--- config.mk ---
export PLATFORM = sky130hd
export DESIGN_NAME = rx_accept_filter
export DESIGN_NICKNAME = d
export VERILOG_FILES = /design/src/rtl/acf_pkg.sv /design/src/rtl/acf_mb_compare.sv /design/src/rtl/acf_lowest_pick.sv /design/src/rtl/rx_accept_filter.sv
export SDC_FILE = /design/constraint.sdc
export NUM_CORES = 1
export LEC_CHECK = 0
export ABC_AREA = 1
export CAP_MARGIN = 5
export CORE_AREA = 2 2 263 265
export CTS_CLUSTER_DIAMETER = 40
export DETAILED_ROUTE_END_ITERATION = 10
export DIE_AREA = 0 0 265 267
export GPL_TIMING_DRIVEN = 0
export PLACE_DENSITY = 0.53
export SLEW_MARGIN = 20
export SYNTH_ARGS = -nofsm -noshare
export SYNTH_HDL_FRONTEND = slang
export SYNTH_SLANG_ARGS = --single-unit
--- constraint.sdc ---
create_clock -name clk -period 1.4 [get_ports clk]
set_input_delay 0.35 -clock clk [delete_from_list [all_inputs] [get_ports clk]]
set_output_delay 0.35 -clock clk [all_outputs]
set_load 0.03 [all_outputs]
--- src/rtl/acf_pkg.sv ---
package acf_pkg;
  localparam logic [3:0] CODE_RX_EMPTY = 4'b0100;
  localparam logic [3:0] CODE_RX_FULL  = 4'b0010;
  localparam logic [3:0] CODE_RX_OVR   = 4'b0110;
  localparam logic [3:0] CODE_TX_RSP   = 4'b1010;

  function automatic logic code_is_rx(input logic [3:0] c);
    return (c == CODE_RX_EMPTY) || (c == CODE_RX_FULL) || (c == CODE_RX_OVR);
  endfunction
endpackage

--- src/rtl/acf_mb_compare.sv ---
module acf_mb_compare
  import acf_pkg::*;
#(
  parameter int ID_W  = 29,
  parameter int STD_W = 11
) (
  input  logic [ID_W-1:0] frm_id,
  input  logic            frm_ide,
  input  logic            frm_rtr,
  input  logic [ID_W-1:0] mb_id,
  input  logic            mb_ide,
  input  logic [3:0]      mb_code,
  input  logic [ID_W-1:0] mask,
  output logic            rx_req,
  output logic            rsp_req
);
  localparam int LOW_W = ID_W - STD_W;

  logic [ID_W-1:0] field_sel;
  logic [ID_W-1:0] diff;
  logic            fmt_eq;

  // extended frames span every bit, standard ones only the base part
  assign field_sel = frm_ide ? {ID_W{1'b1}} : {{STD_W{1'b1}}, {LOW_W{1'b0}}};
  assign diff      = (frm_id ^ mb_id) & field_sel;
  assign fmt_eq    = (frm_ide == mb_ide);

  assign rx_req  = !frm_rtr && code_is_rx(mb_code) && fmt_eq && ((diff & mask) == '0);
  assign rsp_req =  frm_rtr && (mb_code == CODE_TX_RSP) && fmt_eq && (diff == '0);
endmodule

--- src/rtl/acf_lowest_pick.sv ---
module acf_lowest_pick #(
  parameter int N     = 16,
  parameter int IDX_W = (N > 1) ? $clog2(N) : 1
) (
  input  logic [N-1:0]     req,
  output logic             hit,
  output logic [IDX_W-1:0] idx
);
  always_comb begin
    hit = 1'b0;
    idx = '0;
    for (int i = N - 1; i >= 0; i--) begin
      if (req[i]) begin
        hit = 1'b1;
        idx = IDX_W'(i);
      end
    end
  end
endmodule

--- src/rtl/rx_accept_filter.sv ---
module rx_accept_filter
  import acf_pkg::*;
#(
  parameter int NUM_MB = 16,
  parameter int ID_W   = 29,
  parameter int STD_W  = 11,
  parameter int CODE_W = 4,
  localparam int IDX_W = $clog2(NUM_MB)
) (
  input  logic                     clk,
  input  logic                     rst_n,
  input  logic                     in_valid,
  output logic                     in_ready,
  input  logic [ID_W-1:0]          frm_id,
  input  logic                     frm_ide,
  input  logic                     frm_rtr,
  input  logic [NUM_MB*ID_W-1:0]   mb_id_flat,
  input  logic [NUM_MB-1:0]        mb_ide,
  input  logic [NUM_MB*CODE_W-1:0] mb_code_flat,
  input  logic [ID_W-1:0]          mask_glb,
  input  logic [ID_W-1:0]          mask_mb14,
  input  logic [ID_W-1:0]          mask_mb15,
  output logic                     out_valid,
  input  logic                     out_ready,
  output logic                     res_rx_hit,
  output logic                     res_rsp_hit,
  output logic [IDX_W-1:0]         res_idx
);
  logic [NUM_MB-1:0] rx_req, rsp_req;
  logic              rx_any, rsp_any;
  logic [IDX_W-1:0]  rx_idx, rsp_idx, nxt_idx;
  logic              take;

  for (genvar g = 0; g < NUM_MB; g++) begin : g_mb
    logic [ID_W-1:0] sel_mask;
    if (g < NUM_MB - 2) begin : g_glb
      assign sel_mask = mask_glb;
    end else if (g == NUM_MB - 2) begin : g_own_a
      assign sel_mask = mask_mb14;
    end else begin : g_own_b
      assign sel_mask = mask_mb15;
    end

    acf_mb_compare #(.ID_W(ID_W), .STD_W(STD_W)) u_cmp (
      .frm_id  (frm_id),
      .frm_ide (frm_ide),
      .frm_rtr (frm_rtr),
      .mb_id   (mb_id_flat[g*ID_W +: ID_W]),
      .mb_ide  (mb_ide[g]),
      .mb_code (mb_code_flat[g*CODE_W +: 4]),
      .mask    (sel_mask),
      .rx_req  (rx_req[g]),
      .rsp_req (rsp_req[g])
    );
  end

  acf_lowest_pick #(.N(NUM_MB), .IDX_W(IDX_W)) u_pick_rx (
    .req(rx_req), .hit(rx_any), .idx(rx_idx)
  );
  acf_lowest_pick #(.N(NUM_MB), .IDX_W(IDX_W)) u_pick_rsp (
    .req(rsp_req), .hit(rsp_any), .idx(rsp_idx)
  );

  assign nxt_idx  = rx_any ? rx_idx : (rsp_any ? rsp_idx : '0);
  assign in_ready = !out_valid || out_ready;
  assign take     = in_valid && in_ready;

  always_ff @(posedge clk or negedge rst_n) begin
    if (!rst_n) begin
      out_valid   <= 1'b0;
      res_rx_hit  <= 1'b0;
      res_rsp_hit <= 1'b0;
      res_idx     <= '0;
    end else if (take) begin
      out_valid   <= 1'b1;
      res_rx_hit  <= rx_any;
      res_rsp_hit <= rsp_any;
      res_idx     <= nxt_idx;
    end else if (out_ready) begin
      out_valid   <= 1'b0;
    end
  end


  hold_res_chk: assert property (@(posedge clk) disable iff (!rst_n)
    out_valid && !out_ready |=> out_valid && $stable(res_idx)
      && $stable(res_rx_hit) && $stable(res_rsp_hit));


  result_lat_chk: assert property (@(posedge clk) disable iff (!rst_n)
    in_valid && in_ready |=> out_valid);


  remote_no_store_chk: assert property (@(posedge clk) disable iff (!rst_n)
    in_valid && in_ready && frm_rtr |=> !res_rx_hit);


  miss_idx_zero_chk: assert property (@(posedge clk) disable iff (!rst_n)
    out_valid && !res_rx_hit && !res_rsp_hit |-> res_idx == '0);


  hit_excl_chk: assert property (@(posedge clk) disable iff (!rst_n)
    !(res_rx_hit && res_rsp_hit));


  rx_lowest_chk: assert property (@(posedge clk) disable iff (!rst_n)
    rx_any |-> rx_req[rx_idx] && ((rx_req & ((NUM_MB'(1) << rx_idx) - NUM_MB'(1))) == '0));
endmodule

; Word-level counts from Yosys, hierarchy flattened
; Cells that the tools add are included.
[word_totals]
regBits = 7
latch_bits = 0
ram_bits = 0
mem_bits_ro = 0
in_bits = 666
out_inout_bits = 8
word_cells = 366
mem_count = 0
[classes]
addsub = 0
n_mul = 0
div = 0
n_lt_le_gt_ge = 0
n_eq_ne = 80
n_shift = 0
muxes = 69
n_bitwise = 48
n_reduce_logical = 165
[op_table]
columns = op, count
row1 = $and 29x29->29, 32
row2 = $logic_not 29->1, 32
row3 = $xor 29x29->29, 16
row4 = $mux 4, 34
row5 = $eq 4x3->1 const B, 32
row6 = $logic_and 1x1->1, 97
row7 = $eq 4x2->1 const B, 16
row8 = $eq 4x4->1 const B, 16
row9 = $mux 1, 34
row10 = $logic_or 1x1->1, 33
row11 = $mux 18, 1
row12 = $eq 1x1->1, 16
row13 = $logic_not 1->1, 2
row14 = $reduce_bool 2->1, 1

; Depth between registers and ports, before layout
[depth]
depth_word = 23
mapped_depth = 26
depth_no_buf = 25

; Modules after synthesis
; Synthesis repeated with hierarchy kept, for this count alone.
[unflattened]
cells_unflattened = 3773
area_unflattened_um2 = 16494.6
[by_module_without_submodules]
columns = mod, n_inst, cells_each, area_per_inst_um2, seq_area_each_um2
row1 = acf_mb_compare, 16, 227, 983.4, 0.0
row2 = acf_lowest_pick, 2, 49, 209.0, 0.0
row3 = rx_accept_filter, 1, 43, 341.6, 175.2

; Worst setup path after synthesis
; Ideal clock, no wire load.
[synth_path]
path_type = input port to flip-flop
start = input port frm_id[22]
end = register res_idx[1]
setup_time_ps = 71
arrival_time_ps = 2080
required_ps = 1329
slack_ps = -751
path_stages = 17
n_path_buf = 2
path_cell_list = buf_2 buf_2 xnor2_1 o22ai_1 nor4_1 nand2_1 nor2_1 nand2_1 nand2_1 nor2_1 nand2_1 nor2_2 nor2_4 nand2_1 a21oi_1 nor2_1 nor2_1
[synth_between]
elab_chain_len = 22
elab_cells_between_ends = 178
classes_between = mux: 66 / bitwise: 48 / reduce/logical: 64
[synth_lines]
columns = element, line
row1 = "start, declared", rx_accept_filter.sv:14  ; input logic [ID_W-1:0] frm_id,
row2 = $xor 29x29->29, acf_mb_compare.sv:25  ; assign diff = (frm_id ^ mb_id) & field_sel;
row3 = $and 29x29->29, acf_mb_compare.sv:25
row4 = $logic_not 29->1 / $and 29x29->29 (equally long branches), "acf_mb_compare.sv:29, acf_mb_compare.sv:28"
row5 = $logic_and 1x1->1 / $logic_not 29->1 (equally long branches), "acf_mb_compare.sv:29, acf_mb_compare.sv:28"
row6 = $mux 4 (tied with other cells), acf_lowest_pick.sv:13  ; if (req[i]) begin
row7 = $mux 4 / $mux 1 (equally long branches) (15 in series), acf_lowest_pick.sv:13
row8 = $mux 4 (tied with other cells), rx_accept_filter.sv:64  ; assign nxt_idx = rx_any ? rx_idx : (rsp_any ? rsp_idx : '0);
row9 = $mux 4 *, rx_accept_filter.sv:64
row10 = "end signal, assigned", rx_accept_filter.sv:78  ; res_idx <= nxt_idx;
row11 = "end, declared", rx_accept_filter.sv:27  ; output logic [IDX_W-1:0] res_idx
; Every way passes the cells marked *; elsewhere a longest branch is shown, timed or not.
; A chain may end at the register's enable or synchronous reset.

; Final worst setup path
[layout_path]
start = input port mask_glb[5]
end = register res_idx[1]
[layout_between]
elab_chain_len = 18
elab_cells_between_ends = 71
classes_between = mux: 29 / bitwise: 14 / reduce/logical: 28
[layout_lines]
columns = element, line
row1 = "start, declared", rx_accept_filter.sv:20  ; input logic [ID_W-1:0] mask_glb,
row2 = $and 29x29->29, acf_mb_compare.sv:28  ; assign rx_req = !frm_rtr && code_is_rx(mb_code) && fmt_eq && ((diff & mask) == '0);
row3 = $logic_not 29->1, acf_mb_compare.sv:28
row4 = $logic_and 1x1->1, acf_mb_compare.sv:28
row5 = $mux 4 / $mux 1 (equally long branches) (14 in series), acf_lowest_pick.sv:13
row6 = $mux 4 *, rx_accept_filter.sv:64
; Marked as above.

==> metrics.md <==
| Metric | Value |
|---|---|
| Gpl congestion | 1.05 |
| Period utilization | 193% |
| Startpoint types | input port |
| Vias/cell | 5.23 |
| Vias | 21.0k |
| NetSw | 0.00459 W |
| CTS sink cnt | 7 |
| Hold Crit Class | input port to asynchronous set/reset pin |
| Top cells by area, synth | nand2_1 (21%), nor2_1 (13%), o21ai_0 (7.4%), xnor2_1 (7.2%), a21oi_1 (6.5%) |
| Crit path max fanout | 8 |
| Die Area | 70800 um2 |
| Yosys top cell area share | 21.4% |
| # Max-Cap Violations | 0 |
| Synthesized area | 11900 um2 |
| Die X | 265 um |
| Setup Skew | 0.00174 ns |
| Area leader, netlist | nand2_1 |
| Die height | 267 um |
| Overflow after GRT | 0 |
| Boundary Pins | 674 |
| Max-slew violations | 0 |
| WP data arrival | 2.81 ns |
| Asr flop ratio synth | 100% |
| Worst-skew pair later-pin latency | 0.23 ns |
| Failing checks | setup timing |
| Port Buf Inserts | 646 |
| Clk pwr share | 5.6% |
| Mapped Avg Cell Area | 4.97 um2 |
| Outcome | finished with violations |
| Largest net degree at the start of global routing | 11 |
| Final Hold Viols | 0 |
| CTS Buf Count | 3 |
| First-pass GRT wire length | 158000 um |
| Syn Nets | 3051 |
| Num rows | 96 |
| Net Sw Frac | 52.3% |
| Pre-antenna DRT Iters | 6 |
| Slew headroom | 46.4% |
| Critical path launch point | mask_glb[5] |
| Core area | 68000 um2 |
| CTS root buffer | clkbuf_16 |
| Vias in the first global route | 19.7k |
| Reg2reg start | out_valid |
| Number of synthesized flops with an enable pin | 0 |
| Drt drc | 0 |
| Crit-path max cell delay | 0.62 ns |
| Pwr/cell area | 383 nW/um2 |
| Yosys warnings | 0 |
| Leakage | 9.81 nW |
| Nets | 3796 |
| TritonCTS clock tree | done |
| Top_reg_cell synth | dfrtp_1 |
| GR Util All Layers | 32.1% |
| Most frequent cells in the layout | nand2_1 (633), clkdlybuf4s50_1 (552), nor2_1 (367) |
| Worst path slowest cell | nor3_1 |
| Hpwl dp | 100000 um |
| Max Fclk | 371 MHz |
| H-Tree Depth | 1 |
| Synth Register Bits | 7 |
| Routed WL | 120000 um |
| Initial core utilization | 17.4% |
| Register area share after synthesis | 1.48% |
| Worst EP required | 1.52 ns |
| Type of the worst setup path | input port to flip-flop |
| Max clock buf depth | 2 |
| Sequential share of power | 2.8% |
| Final setup violation count | 6 |
| Worst setup EP type | flip-flop |
| Distinct cells, synth | 48 |
| Initial antenna violation count | 34 |
| Final critical-path required period | 2.70 ns |
| Commonest non-fill, non-tap cell in the layout | nand2_1 |
| Cell Chain, Critical Path | clkbuf_2 -> inv_1 -> nor3_1 -> nor4_1 -> nand4_1 -> nor2_1 -> nand2_2 -> nand2_1 -> nor2_1 -> nand2_2 -> nor2_4 -> nor2_4 -> nand2_2 -> a21oi_2 -> nor2_2 -> nor2_1 |
| Setup ws final | -1.30 ns |
| Post-detailed-route wirelength per cell | 29.9 um |
| Layout cells sized above 1 | 17.2% |
| DRT iter0 DRCs | 2326 |
| Peak VDD IR | 236 uV |
| Fin area | 22900 um2 |
| Worst slew pin tran | 0.800 ns |
| Buffer and inverter count on the worst path | 2 |
| Detail Route Antenna Nets | 0 |
| Comb pwr share | 91.6% |
| Cell Area, Placed | 19700 um2 |
| Unrepaired setup endpoints after global routing | true |
| Syn Inst Count | 2385 |
| Critical path's top delay family | simple AND/OR/NAND/NOR gates |
| Layout area overhead | 93.2% |
| Clock-pin slew on the worst setup and hold paths | 0.04 ns |
| Pint | 0.00418 W |
| Final Power | 0.00877 W |
-- metal layers --
layer	routed length, um	GRT usage [%]
met3	12700	7.81
met1	46800	39.4
met2	54000	53.3
met5	241	0
met4	6410	14.0
-- registers in the layout (all words and copies together) (netlist names) --
register / count
res_idx: 4
out_valid: 1
res_rsp_hit: 1
res_rx_hit: 1
-- layout make-up --
cell class | count | area, um2
inverters | 161 | 674
flip-flops and latches | 7 | 175
repair buffers | 740 | 7330
multi-input cells | 2084 | 11800
diodes | 13 | 32.5
clock buffers | 3 | 75.1
fillers | 7557 | 45100
clock inverters | 1 | 5.00
well taps | 882 | 1100
plain buffers | 133 | 1730
-- kinds of logic (layout without fill, tap and decap cells) --
| kind of cell | after synthesis | count (layout) | synth area share [%] |
|---|---|---|---|
| buf+inv | 294 | 1038 | 11.1 |
| simple gates | 1420 | 1420 | 50.8 |
| flops | 7 | 7 | 1.48 |
| compound gates | 491 | 491 | 23.8 |
| xor+xnor | 173 | 173 | 12.8 |
| other cells | 0 | 13 | 0 |
-- cell usage after synthesis, types with 37 or more instances --
cell / number
inv_1: 152
nor2_1: 409
nand2_1: 677
xnor2_1: 97
xor2_1: 75
o21ai_0: 175
nor3_1: 66
a21oi_1: 153
buf_2: 78
nand3_1: 94
o22ai_1: 75
nor4_1: 37
nand4_1: 74
-- path summary, 6_finish.rpt --
check	endpoint	cells after the start	slack, ns
max	res_idx[1]	16	-1.30
min	out_valid	1	0.39
max reg2reg	res_idx[3]	5	-0.01
min reg2reg	res_idx[3]	2	0.49
max in group asynchronous	res_idx[0]	1	0.75
min in group clk	res_idx[3]	2	0.49
-- power by group through the flow --
stage                     Sequential [W]  Clock [W]  Combinational, W
final                           0.000244   0.000491           0.00804
after global routing            0.000245   0.000516           0.00840
after CTS                       0.000243   0.000506           0.00740
after detailed placement        0.000246          0           0.00687
after global placement          0.000245          0           0.00690
after floorplan                 0.000283          0           0.00296
-- per-stage QoR --
| stage | std cells | setup TNS (ns) | worst slack (ns) | util, % | hold slack, ns |
|---|---|---|---|---|---|
| 6_report | 4024 | -7.21 | -1.30 | 33.7 | 0.392 |
| 5_1_grt | 4015 | -7.37 | -1.34 | 33.6 | 0.417 |
| 4_1_cts | 3961 | -6.67 | -1.20 | 31.5 | 0.404 |
| 3_5_place_dp | 3913 | -16.81 | -2.85 | 29.0 | 0.485 |
| 3_3_place_gp | 3913 | -17.04 | -2.89 | 29.0 | 0.486 |
| 2_1_floorplan | 2385 | -3.60 | -0.671 | - | 0.0544 |
-- timing repair --
item,4_1_cts,5_1_grt
resized for setup,520,295
hold buffers,0,0
pin swaps,72,115
setup buffers,44,46
cloned,0,4
setup endpoints to repair,14,6
Note: power is estimated with default switching activity, not from simulation.
